**src/rtl/audser_pkg.sv**
```systemverilog
`timescale 1ns/1ps
package audser_pkg;

  // Strobes from the sequencing control to the serializer datapath
  typedef struct packed {
    logic fallEdge;    // bit-clock falling edge seen this cycle
    logic halfStart;   // falling edge at which a new word-select level appears
    logic frameStart;  // halfStart into the left channel
    logic leftHalf;    // current word-select level marks the left channel
  } seqStrobe_t;

endpackage

```
**src/rtl/audser_sync.sv**
```systemverilog
`timescale 1ns/1ps
module audser_sync #(
  parameter int unsigned STAGES = 2
) (
  input  logic clk,
  input  logic rstN,
  input  logic d,
  output logic q
);

  logic [STAGES-1:0] stage;

  generate
    if (STAGES == 1) begin : g_single
      always_ff @(posedge clk or negedge rstN) begin
        if (!rstN) stage <= '0;
        else       stage <= d;
      end
    end else begin : g_chain
      always_ff @(posedge clk or negedge rstN) begin
        if (!rstN) stage <= '0;
        else       stage <= {stage[STAGES-2:0], d};
      end
    end
  endgenerate

  assign q = stage[STAGES-1];

endmodule

```
**src/rtl/audser_ctrl.sv**
```systemverilog
`timescale 1ns/1ps
module audser_ctrl
  import audser_pkg::*;
#(
  parameter int unsigned SYNC_STAGES = 2
) (
  input  logic       clk,
  input  logic       rstN,
  input  logic       sclkIn,
  input  logic       lrckIn,
  input  logic       fmtI2s,
  output seqStrobe_t strb
);

  logic sclkQ;
  logic lrckQ;
  logic sclkLast;
  logic lrckAtEdge;
  logic fallNow;
  logic newLevel;
  logic leftNow;

  // Both clocks go through equal-depth synchronizers, so a word-select
  // change made with a falling bit clock is seen in the same cycle.
  audser_sync #(.STAGES(SYNC_STAGES)) u_syncSclk (
    .clk(clk), .rstN(rstN), .d(sclkIn), .q(sclkQ)
  );

  audser_sync #(.STAGES(SYNC_STAGES)) u_syncLrck (
    .clk(clk), .rstN(rstN), .d(lrckIn), .q(lrckQ)
  );

  always_ff @(posedge clk or negedge rstN) begin
    if (!rstN) begin
      sclkLast   <= 1'b0;
      lrckAtEdge <= 1'b0;
    end else begin
      sclkLast <= sclkQ;
      if (fallNow) lrckAtEdge <= lrckQ;
    end
  end

  always_comb begin
    fallNow  = sclkLast & ~sclkQ;
    newLevel = fallNow & (lrckQ ^ lrckAtEdge);
    leftNow  = fmtI2s ? ~lrckQ : lrckQ;
    strb.fallEdge   = fallNow;
    strb.halfStart  = newLevel;
    strb.frameStart = newLevel & leftNow;
    strb.leftHalf   = leftNow;
  end

endmodule

```
**src/rtl/audser_dpath.sv**
```systemverilog
`timescale 1ns/1ps
module audser_dpath
  import audser_pkg::*;
#(
  parameter int unsigned WORD_BITS  = 24,
  parameter int unsigned SHORT_BITS = 16
) (
  input  logic                 clk,
  input  logic                 rstN,
  input  seqStrobe_t           strb,
  input  logic                 loadStrobe,
  input  logic [WORD_BITS-1:0] leftIn,
  input  logic [WORD_BITS-1:0] rightIn,
  input  logic                 fmtI2s,
  input  logic                 wordIs16,
  output logic                 sdOut
);

  localparam int unsigned CNT_W = $clog2(WORD_BITS + 1);
  localparam int unsigned PAD   = WORD_BITS - SHORT_BITS;

  logic [WORD_BITS-1:0] pendL;
  logic [WORD_BITS-1:0] pendR;
  logic [WORD_BITS-1:0] actR;
  logic [WORD_BITS-1:0] shifter;
  logic [WORD_BITS-1:0] srcWord;
  logic [WORD_BITS-1:0] aligned;
  logic [CNT_W-1:0]     bitsLeft;
  logic [CNT_W-1:0]     wordLen;
  logic                 sdReg;

  // The left word comes straight from the held sample at frame start;
  // only the right word needs a frozen copy for the second half.
  assign srcWord = strb.leftHalf ? pendL : actR;
  assign wordLen = wordIs16 ? CNT_W'(SHORT_BITS) : CNT_W'(WORD_BITS);

  generate
    if (PAD > 0) begin : g_pad
      assign aligned = wordIs16 ? {srcWord[SHORT_BITS-1:0], {PAD{1'b0}}} : srcWord;
    end else begin : g_nopad
      assign aligned = srcWord;
    end
  endgenerate

  always_ff @(posedge clk or negedge rstN) begin
    if (!rstN) begin
      pendL    <= '0;
      pendR    <= '0;
      actR     <= '0;
      shifter  <= '0;
      bitsLeft <= '0;
      sdReg    <= 1'b0;
    end else begin
      if (loadStrobe) begin
        pendL <= leftIn;
        pendR <= rightIn;
      end
      if (strb.frameStart) actR <= pendR;

      if (strb.halfStart) begin
        if (!fmtI2s) begin
          sdReg    <= aligned[WORD_BITS-1];
          shifter  <= {aligned[WORD_BITS-2:0], 1'b0};
          bitsLeft <= wordLen - CNT_W'(1);
        end else begin
          // a bit still owed by the previous word goes out first
          sdReg    <= (bitsLeft != '0) & shifter[WORD_BITS-1];
          shifter  <= aligned;
          bitsLeft <= wordLen;
        end
      end else if (strb.fallEdge) begin
        if (bitsLeft != '0) begin
          sdReg    <= shifter[WORD_BITS-1];
          shifter  <= {shifter[WORD_BITS-2:0], 1'b0};
          bitsLeft <= bitsLeft - CNT_W'(1);
        end else begin
          sdReg <= 1'b0;
        end
      end
    end
  end

  assign sdOut = sdReg;

endmodule

```
**src/rtl/audser_tx.sv**
```systemverilog
`timescale 1ns/1ps
module audser_tx
  import audser_pkg::*;
#(
  parameter int unsigned WORD_BITS   = 24,
  parameter int unsigned SHORT_BITS  = 16,
  parameter int unsigned SYNC_STAGES = 2
) (
  input  logic                 clk,
  input  logic                 rstN,
  input  logic                 sclkIn,
  input  logic                 lrckIn,
  input  logic                 fmtI2s,
  input  logic                 wordIs16,
  input  logic                 loadStrobe,
  input  logic [WORD_BITS-1:0] leftIn,
  input  logic [WORD_BITS-1:0] rightIn,
  output logic                 sdOut
);

  seqStrobe_t strb;

  audser_ctrl #(.SYNC_STAGES(SYNC_STAGES)) u_ctrl (
    .clk(clk), .rstN(rstN), .sclkIn(sclkIn), .lrckIn(lrckIn),
    .fmtI2s(fmtI2s), .strb(strb)
  );

  audser_dpath #(.WORD_BITS(WORD_BITS), .SHORT_BITS(SHORT_BITS)) u_dpath (
    .clk(clk), .rstN(rstN), .strb(strb), .loadStrobe(loadStrobe),
    .leftIn(leftIn), .rightIn(rightIn), .fmtI2s(fmtI2s),
    .wordIs16(wordIs16), .sdOut(sdOut)
  );

endmodule

```
**config.mk**
```make
export PLATFORM = sky130hd
export DESIGN_NAME = audser_tx
export DESIGN_NICKNAME = d
export VERILOG_FILES = /design/src/rtl/audser_pkg.sv /design/src/rtl/audser_sync.sv /design/src/rtl/audser_ctrl.sv /design/src/rtl/audser_dpath.sv /design/src/rtl/audser_tx.sv
export SDC_FILE = /design/constraint.sdc
export NUM_CORES = 1
export LEC_CHECK = 0
export BUFFER_PORTS_ARGS = -buffer_cell sky130_fd_sc_hd__buf_2
export CORE_MARGIN = 5
export CORE_UTILIZATION = 40
export DETAILED_ROUTE_END_ITERATION = 16
export HOLD_SLACK_MARGIN = 0.02
export SKIP_CTS_REPAIR_TIMING = 1
export SLEW_MARGIN = 5
export SYNTH_ARGS = -nofsm -noshare
export SYNTH_HDL_FRONTEND = slang
export SYNTH_HIERARCHICAL = 1
export SYNTH_SLANG_ARGS = --single-unit
```
**constraint.sdc**
```tcl
create_clock -name clk -period 1.9 [get_ports clk]
set_input_delay 0.285 -clock clk [delete_from_list [all_inputs] [get_ports clk]]
set_output_delay 0.285 -clock clk [all_outputs]
set_load 0.05 [all_outputs]
```
### After elaboration in Yosys (flattened, before gate mapping)

Cells that the tools add are included.

| word-level totals | value |
|---|---|
| flip-flop bits (word level) | 108 |
| latch bits | 0 |
| bits in writable memories | 0 |
| memory bits (read-only) | 0 |
| output and inout bits | 1 |
| logic and storage cells | 39 |
| memories kept | 0 |

| cells by class | value |
|---|---|
| add/sub/neg operators | 2 |
| $mul | 0 |
| div/mod/pow operators | 0 |
| magnitude comparators | 0 |
| equal/unequal tests | 0 |
| shift-type cells | 0 |
| mux-type cells | 16 |
| bitwise operators | 7 |
| reduce and logical (&&, ||, !) cells | 4 |

Operators by type and width:

| operator | count |
|---|---|
| 24-bit 2-to-1 mux | 6 |
| 5-bit 2-to-1 mux | 4 |
| 5-bit by 1-bit subtractor with 5-bit output, second input constant | 2 |
| 1-bit 2-to-1 mux | 5 |
| 5-bit nonzero test | 1 |
| 1-bit bitwise AND | 4 |
| 4-bit 2-to-1 mux | 1 |
| 2-bit nonzero test | 2 |
| 1-bit inverter | 2 |
| 2-bit AND reduction | 1 |
| 1-bit bitwise XOR | 1 |

### Logic depth before layout (Yosys ltp)

| logic depth | value |
|---|---|
| word-level depth | 6 |
| depth in mapped cells | 9 |

### By module

Netlist, hierarchy kept.

Modules (own cells, without submodules):

| module | instances | cells each | area each (um^2) | sequential area each (um^2) |
|---|---|---|---|---|
| audser_dpath | 1 | 343 | 4883.4 | 2552.4 |
| audser_ctrl | 1 | 14 | 140.1 | 50.0 |
| audser_sync | 2 | 2 | 50.0 | 50.0 |

### Worst setup path after synthesis

Ideal clock, no wire load.

| timing path | value |
|---|---|
| kind | reg2reg |
| start | register u_ctrl.u_syncLrck.stage[1] |
| end | register u_dpath.shifter[23] |
| library setup time | 0.137 ns |
| arrival | 1.848 ns |
| setup slack | -0.085 ns |
| cell stages (with the launch flop) | 9 |
| clock period less this slack | 1.985 ns |
| cell sequence | dfrtp_1 xor2_1 buf_4 buf_6 buf_6 mux4_2 mux2_2 nand2_1 o21ai_0 |

| between the ends | value |
|---|---|
| word-level cells in the longest chain between the ends | 6 |
| elaborated cells on any way between the ends | 11 |
| those cells by class | 5 x mux; 3 x bitwise; 3 x reduce/logical |

Ends and longest elaborated chain:

| element | line | source |
|---|---|---|
| start: declaration | audser_sync.sv:11 | `logic [STAGES-1:0] stage;` |
| start signal: assignment | audser_sync.sv:22 | `else stage <= {stage[STAGES-2:0], d};` |
| 1-bit inverter | audser_ctrl.sv:46 | `leftNow = fmtI2s ? ~lrckQ : lrckQ;` |
| 1-bit 2-to-1 mux * | audser_ctrl.sv:46 |  |
| named net u_ctrl.leftNow | audser_ctrl.sv:21 | `logic leftNow;` |
| 24-bit 2-to-1 mux * | audser_dpath.sv:34 | `assign srcWord = strb.leftHalf ? pendL : actR;` |
| 24-bit 2-to-1 mux * | audser_dpath.sv:39 | `assign aligned = wordIs16 ? {srcWord[SHORT_BITS-1:0], {PAD{1'b0}}} : srcWord;` |
| 24-bit 2-to-1 mux * | audser_dpath.sv:61 | `if (!fmtI2s) begin` |
| 24-bit 2-to-1 mux * | audser_dpath.sv:60 | `if (strb.halfStart) begin` |
| end signal: assignment | audser_dpath.sv:63 | `shifter <= {aligned[WORD_BITS-2:0], 1'b0};` |
| end signal: assignment | audser_dpath.sv:68 | `shifter <= aligned;` |
| end signal: assignment | audser_dpath.sv:74 | `shifter <= {shifter[WORD_BITS-2:0], 1'b0};` |
| end: declaration | audser_dpath.sv:25 | `logic [WORD_BITS-1:0] shifter;` |

Mark *: on every way through the listed nets, which the timed path passes. The rest lies on a longest branch.
A chain may end at the register's enable or synchronous reset.

==> flow_summary.html <==
<table>
<tr><th>Metric</th><th>Value</th></tr>
<tr><th colspan="2">Power</th></tr>
<tr><td>Reported leakage power</td><td>2.809 nW</td></tr>
<tr><td>Overall power of the completed layout</td><td>just under 0.007 W</td></tr>
<tr><td>Total power density per cell area</td><td>1099 nW/um^2</td></tr>
<tr><td>Worst IR drop on VDD</td><td>roughly 490 uV</td></tr>
<tr><th colspan="2">Timing</th></tr>
<tr><td>Final worst setup slack</td><td>-48.18 ps</td></tr>
<tr><td>Worst rel slew slack</td><td>roughly two thirds</td></tr>
<tr><td>Number of hold violations in the final report</td><td>0</td></tr>
<tr><td>Worst Clk Skew</td><td>8.329 ps</td></tr>
<tr><td>RSZ-0062 raised after global routing</td><td>true</td></tr>
<tr><td>Maximum clock rate</td><td>513.3 MHz</td></tr>
<tr><td>Final number of max-transition violations</td><td>0</td></tr>
<tr><td>Fin crit share</td><td>102.5%</td></tr>
<tr><td>Minimum period implied by the final worst setup slack</td><td>1948 ps</td></tr>
<tr><td>Worst Max-Slew Pin Slew</td><td>approximately 530 ps</td></tr>
<tr><td>Final setup fails</td><td>11</td></tr>
<tr><td>Post-route setup TNS</td><td>-205.7 ps</td></tr>
<tr><th colspan="2">Finish</th></tr>
<tr><td>Fraction of final layout cells with drive strength greater than 1</td><td>53.90%</td></tr>
<tr><td>Cell area after layout</td><td>6248 um^2</td></tr>
<tr><td>Non-filler cells in the finished layout</td><td>608</td></tr>
<tr><td>Synth-to-Final Area Change</td><td>21.95%</td></tr>
<tr><td>Post-Route Utilization</td><td>about half</td></tr>
<tr><td>Net count reported at finish</td><td>489</td></tr>
<tr><td>Diodes inserted</td><td>0</td></tr>
<tr><th colspan="2">Run status</th></tr>
<tr><td>Result of the run</td><td>complete, but fails checks</td></tr>
<tr><td>Violations in the final reports</td><td>setup timing</td></tr>
<tr><th colspan="2">Synthesis</th></tr>
<tr><td>Share of the synthesized area in the top cell type</td><td>between 50% and 60%</td></tr>
<tr><td>Unique cell type count in the Yosys netlist</td><td>42</td></tr>
<tr><td>Register area share after synthesis</td><td>between 50 and 60%</td></tr>
<tr><td>Netlist area before placement</td><td>5124 um^2</td></tr>
<tr><td>Cells taking the most area after synthesis</td><td>dfrtp_1 (53%), mux2_2 (20%), mux4_2 (8.4%), mux2i_1 (5.9%), nand2_1 (1.2%)</td></tr>
<tr><td>Number of instances in the synthesized netlist</td><td>between 300 and 400</td></tr>
<tr><td>Synthesis warning total</td><td>6</td></tr>
<tr><td>Nets in the synthesized netlist</td><td>418</td></tr>
<tr><td>Mean instance size in the synthesized netlist</td><td>about 14 um^2</td></tr>
<tr><td>Cell taking the most area after synthesis</td><td>dfrtp_1</td></tr>
<tr><td>Number of synthesized register bits</td><td>roughly 110</td></tr>
<tr><th colspan="2">Critical path</th></tr>
<tr><td>Crit-path max cell delay</td><td>~540 ps</td></tr>
<tr><td>Critical path's top delay family</td><td>multiplexers</td></tr>
<tr><td>Kind of critical path</td><td>reg2reg</td></tr>
<tr><td>WP data arrival</td><td>~2200 ps</td></tr>
<tr><td>Number of buffer and inverter stages on the critical path</td><td>2</td></tr>
<tr><td>Type of element capturing the critical path</td><td>register</td></tr>
<tr><td>Critical path fanouts, max</td><td>8</td></tr>
<tr><td>Slowest cell on crit path</td><td>mux4_2</td></tr>
<tr><td>Ordered list of cells on the worst path</td><td>xor2_4 -&gt; buf_12 -&gt; clkbuf_16 -&gt; mux4_2 -&gt; mux2_2 -&gt; nand2_1 -&gt; o21ai_2</td></tr>
<tr><td>Required @ worst endpoint</td><td>around 2100 ps</td></tr>
<tr><td>Startpoint type of the worst setup path</td><td>register</td></tr>
<tr><th colspan="2">Drt</th></tr>
<tr><td>Number of remaining DRC errors</td><td>0</td></tr>
<tr><td>Vias per std cell</td><td>around 5.2</td></tr>
<tr><td>Total wirelength of the detailed-routed design</td><td>between 10 and 15 mm</td></tr>
<tr><td>Number of vias in the routed layout</td><td>roughly 3,200</td></tr>
<tr><td>Wire length per cell after detailed routing</td><td>between 15 and 20 um</td></tr>
<tr><td>Initial DRT Pass Iterations</td><td>4</td></tr>
<tr><td>Final ANT Viol Nets</td><td>0</td></tr>
<tr><td>Violation count after the first detailed-route iteration</td><td>around 120</td></tr>
<tr><th colspan="2">CTS</th></tr>
<tr><td>CTS sink count</td><td>108</td></tr>
<tr><td>Clock Latency Late Sink</td><td>340 ps</td></tr>
<tr><td>Clock tree from TritonCTS</td><td>done</td></tr>
<tr><td>Max Root-Sink Buffers</td><td>2</td></tr>
<tr><td>Number of clock buffers inserted by TritonCTS</td><td>9</td></tr>
<tr><td>Clock tree root buffer cell</td><td>clkbuf_16</td></tr>
<tr><td>Worst-path clk slew</td><td>70 ps</td></tr>
<tr><td>H-tree levels</td><td>3</td></tr>
<tr><th colspan="2">Global routing</th></tr>
<tr><td>Number of antenna violations at the first check in global routing</td><td>0</td></tr>
<tr><td>Aggregate global routing overflow</td><td>0</td></tr>
<tr><td>Maximum number of pins on one net before global-route repair</td><td>between 40 and 50</td></tr>
<tr><td>Vias in the first global route</td><td>3,363</td></tr>
<tr><td>Wire length of the first global-routing pass</td><td>17.94 mm</td></tr>
<tr><td>Global-route total usage across every layer</td><td>between 10% and 20%</td></tr>
<tr><th colspan="2">Floorplan</th></tr>
<tr><td>Total Die Area</td><td>around 15,000 um^2</td></tr>
<tr><td>Die width</td><td>123.2 um</td></tr>
<tr><td>Boundary pin count</td><td>56</td></tr>
<tr><td>Core ar.</td><td>12,570 um^2</td></tr>
<tr><td>Die Height</td><td>about 120 um</td></tr>
<tr><td>Starting utilization of the core area</td><td>between 40 and 50%</td></tr>
<tr><td>Number of rows in the core area</td><td>41</td></tr>
<tr><th colspan="2">Worst hold path</th></tr>
<tr><td>Class of the tightest hold or removal check</td><td>in2reg</td></tr>
<tr><th colspan="2">Flow run</th></tr>
<tr><td>Max-capacitance violation count</td><td>0</td></tr>
<tr><th colspan="2">Place</th></tr>
<tr><td>Port bufs</td><td>55</td></tr>
<tr><td>Standard cell area after detailed placement</td><td>~5700 um^2</td></tr>
<tr><td>Post-placement cell count</td><td>~580</td></tr>
<tr><td>HPWL after detailed placement</td><td>7.803 mm</td></tr>
<tr><td>Final Wtd Congestion</td><td>~0.75</td></tr>
</table>
## state kept, by name, summed over array words and instances, names as in the netlist
| register | cells |
|---|---|
| u_dpath/shifter | 24 |
| u_ctrl/sclkLast | 1 |
| u_dpath/sdOut | 1 |
| u_dpath/pendR | 24 |
| u_ctrl/lrckAtEdge | 1 |
| u_dpath/actR | 24 |
| u_dpath/pendL | 24 |
| u_dpath/bitsLeft | 5 |
| u_ctrl/u_syncLrck/stage | 2 |
| u_ctrl/u_syncSclk/stage | 2 |
## Yosys cell counts (all sizes together)
| cell | instances |
|---|---|
| mux4 | 19 |
| inv | 8 |
| nand3 | 3 |
| xnor2 | 2 |
| or4b | 1 |
| nor2 | 4 |
| nand2 | 18 |
| a311oi | 1 |
| xor2 | 2 |
| mux2i | 30 |
| o31ai | 1 |
| and2 | 1 |
| nand3b | 1 |
| o32ai | 2 |
| a21oi | 5 |
| a31oi | 1 |
| o41ai | 1 |
| dfrtp | 108 |
| mux2 | 90 |
| nor3 | 2 |
| o22ai | 5 |
| buf | 16 |
| a211oi | 3 |
| clkbuf | 11 |
| nor2b | 3 |
| clkinv | 1 |
| o21ai | 16 |
| ha | 2 |
| nand2b | 2 |
| or3b | 1 |
| o311ai | 1 |
## worst register-to-register path: stages, from the launching register on
cell,delay (ps)
dfrtp_2,440
xor2_4,160
buf_12,140
clkbuf_16,160
mux4_2,540
mux2_2,280
nand2_1,80
o21ai_2,50
## through the flow
stage / hold WS, ps / worst slack [ps]
after global placement: 291.9 / -24.27
after CTS: -69.96 / -92.44
final: 59.97 / -48.18
after detailed placement: 297.9 / -74.11
after global routing: 48.76 / -93.20
after floorplan: -10.59 / -57.21
## per-layer routing
| metal | part of all wire (%) | track usage [%] |
|---|---|---|
| met1 | 46 | 20.96 |
| met2 | 50 | 25.45 |
| met3 | 2.8 | 3.248 |
| met4 | 0.76 | 3.945 |
| met5 | 0 | 0 |
## final timing paths
check / slack, ps / start / endpoint / cells past startpoint
hold reg to reg: 350 / u_ctrl/u_syncSclk/stage[0] / u_ctrl/u_syncSclk/stage[1] / 0
setup reg to reg: -50 / u_ctrl/u_syncLrck/stage[1] / u_dpath/shifter[13] / 7
hold / removal: 60 / sclkIn / u_ctrl/u_syncSclk/stage[0] / 1
setup / recovery: -50 / u_ctrl/u_syncLrck/stage[1] / u_dpath/shifter[13] / 7
min in group asynchronous: 460 / rstN / u_dpath/pendR[11] / 2
max in group asynchronous: 780 / rstN / u_dpath/actR[5] / 3
## cells in the final DEF, fill, tap and decap left out, types with 9 or more instances in the layout
master,synthesis,final
dfrtp_1,108,107
buf_4,4,21
mux4_2,19,19
mux2i_1,30,29
nand2_1,17,9
clkbuf_16,0,11
mux2_2,89,77
mux2_4,0,12
buf_2,3,54
## where the power goes
part,internal [W],leakage (nW),total [W],switching [W]
Sequential,0.00287,1.30,0.00331,0.000441
Combinational,0.00111,1.38,0.00184,0.000735
Clock,0.000924,0.133,0.00171,0.000788
## cell families after synthesis
kind of cell    share of synthesized area, %
buf+inv                                3.980
mux                                    33.99
simple gates                           3.663
compound gates                         4.445
xor+xnor                              0.6839
fa+ha+maj                             0.4883
flops                                  52.75
## area by class of cell
type,count,area (um^2)
clock buffers,12,246.5
clock inverters,3,22.52
fillers,1096,6320
inverters,9,37.54
multi-input cells,217,2364
flip-flops and latches,108,2704
well taps,172,215.2
repair buffers,87,659.4
No activity file was read; power rests on OpenSTA's default activity.
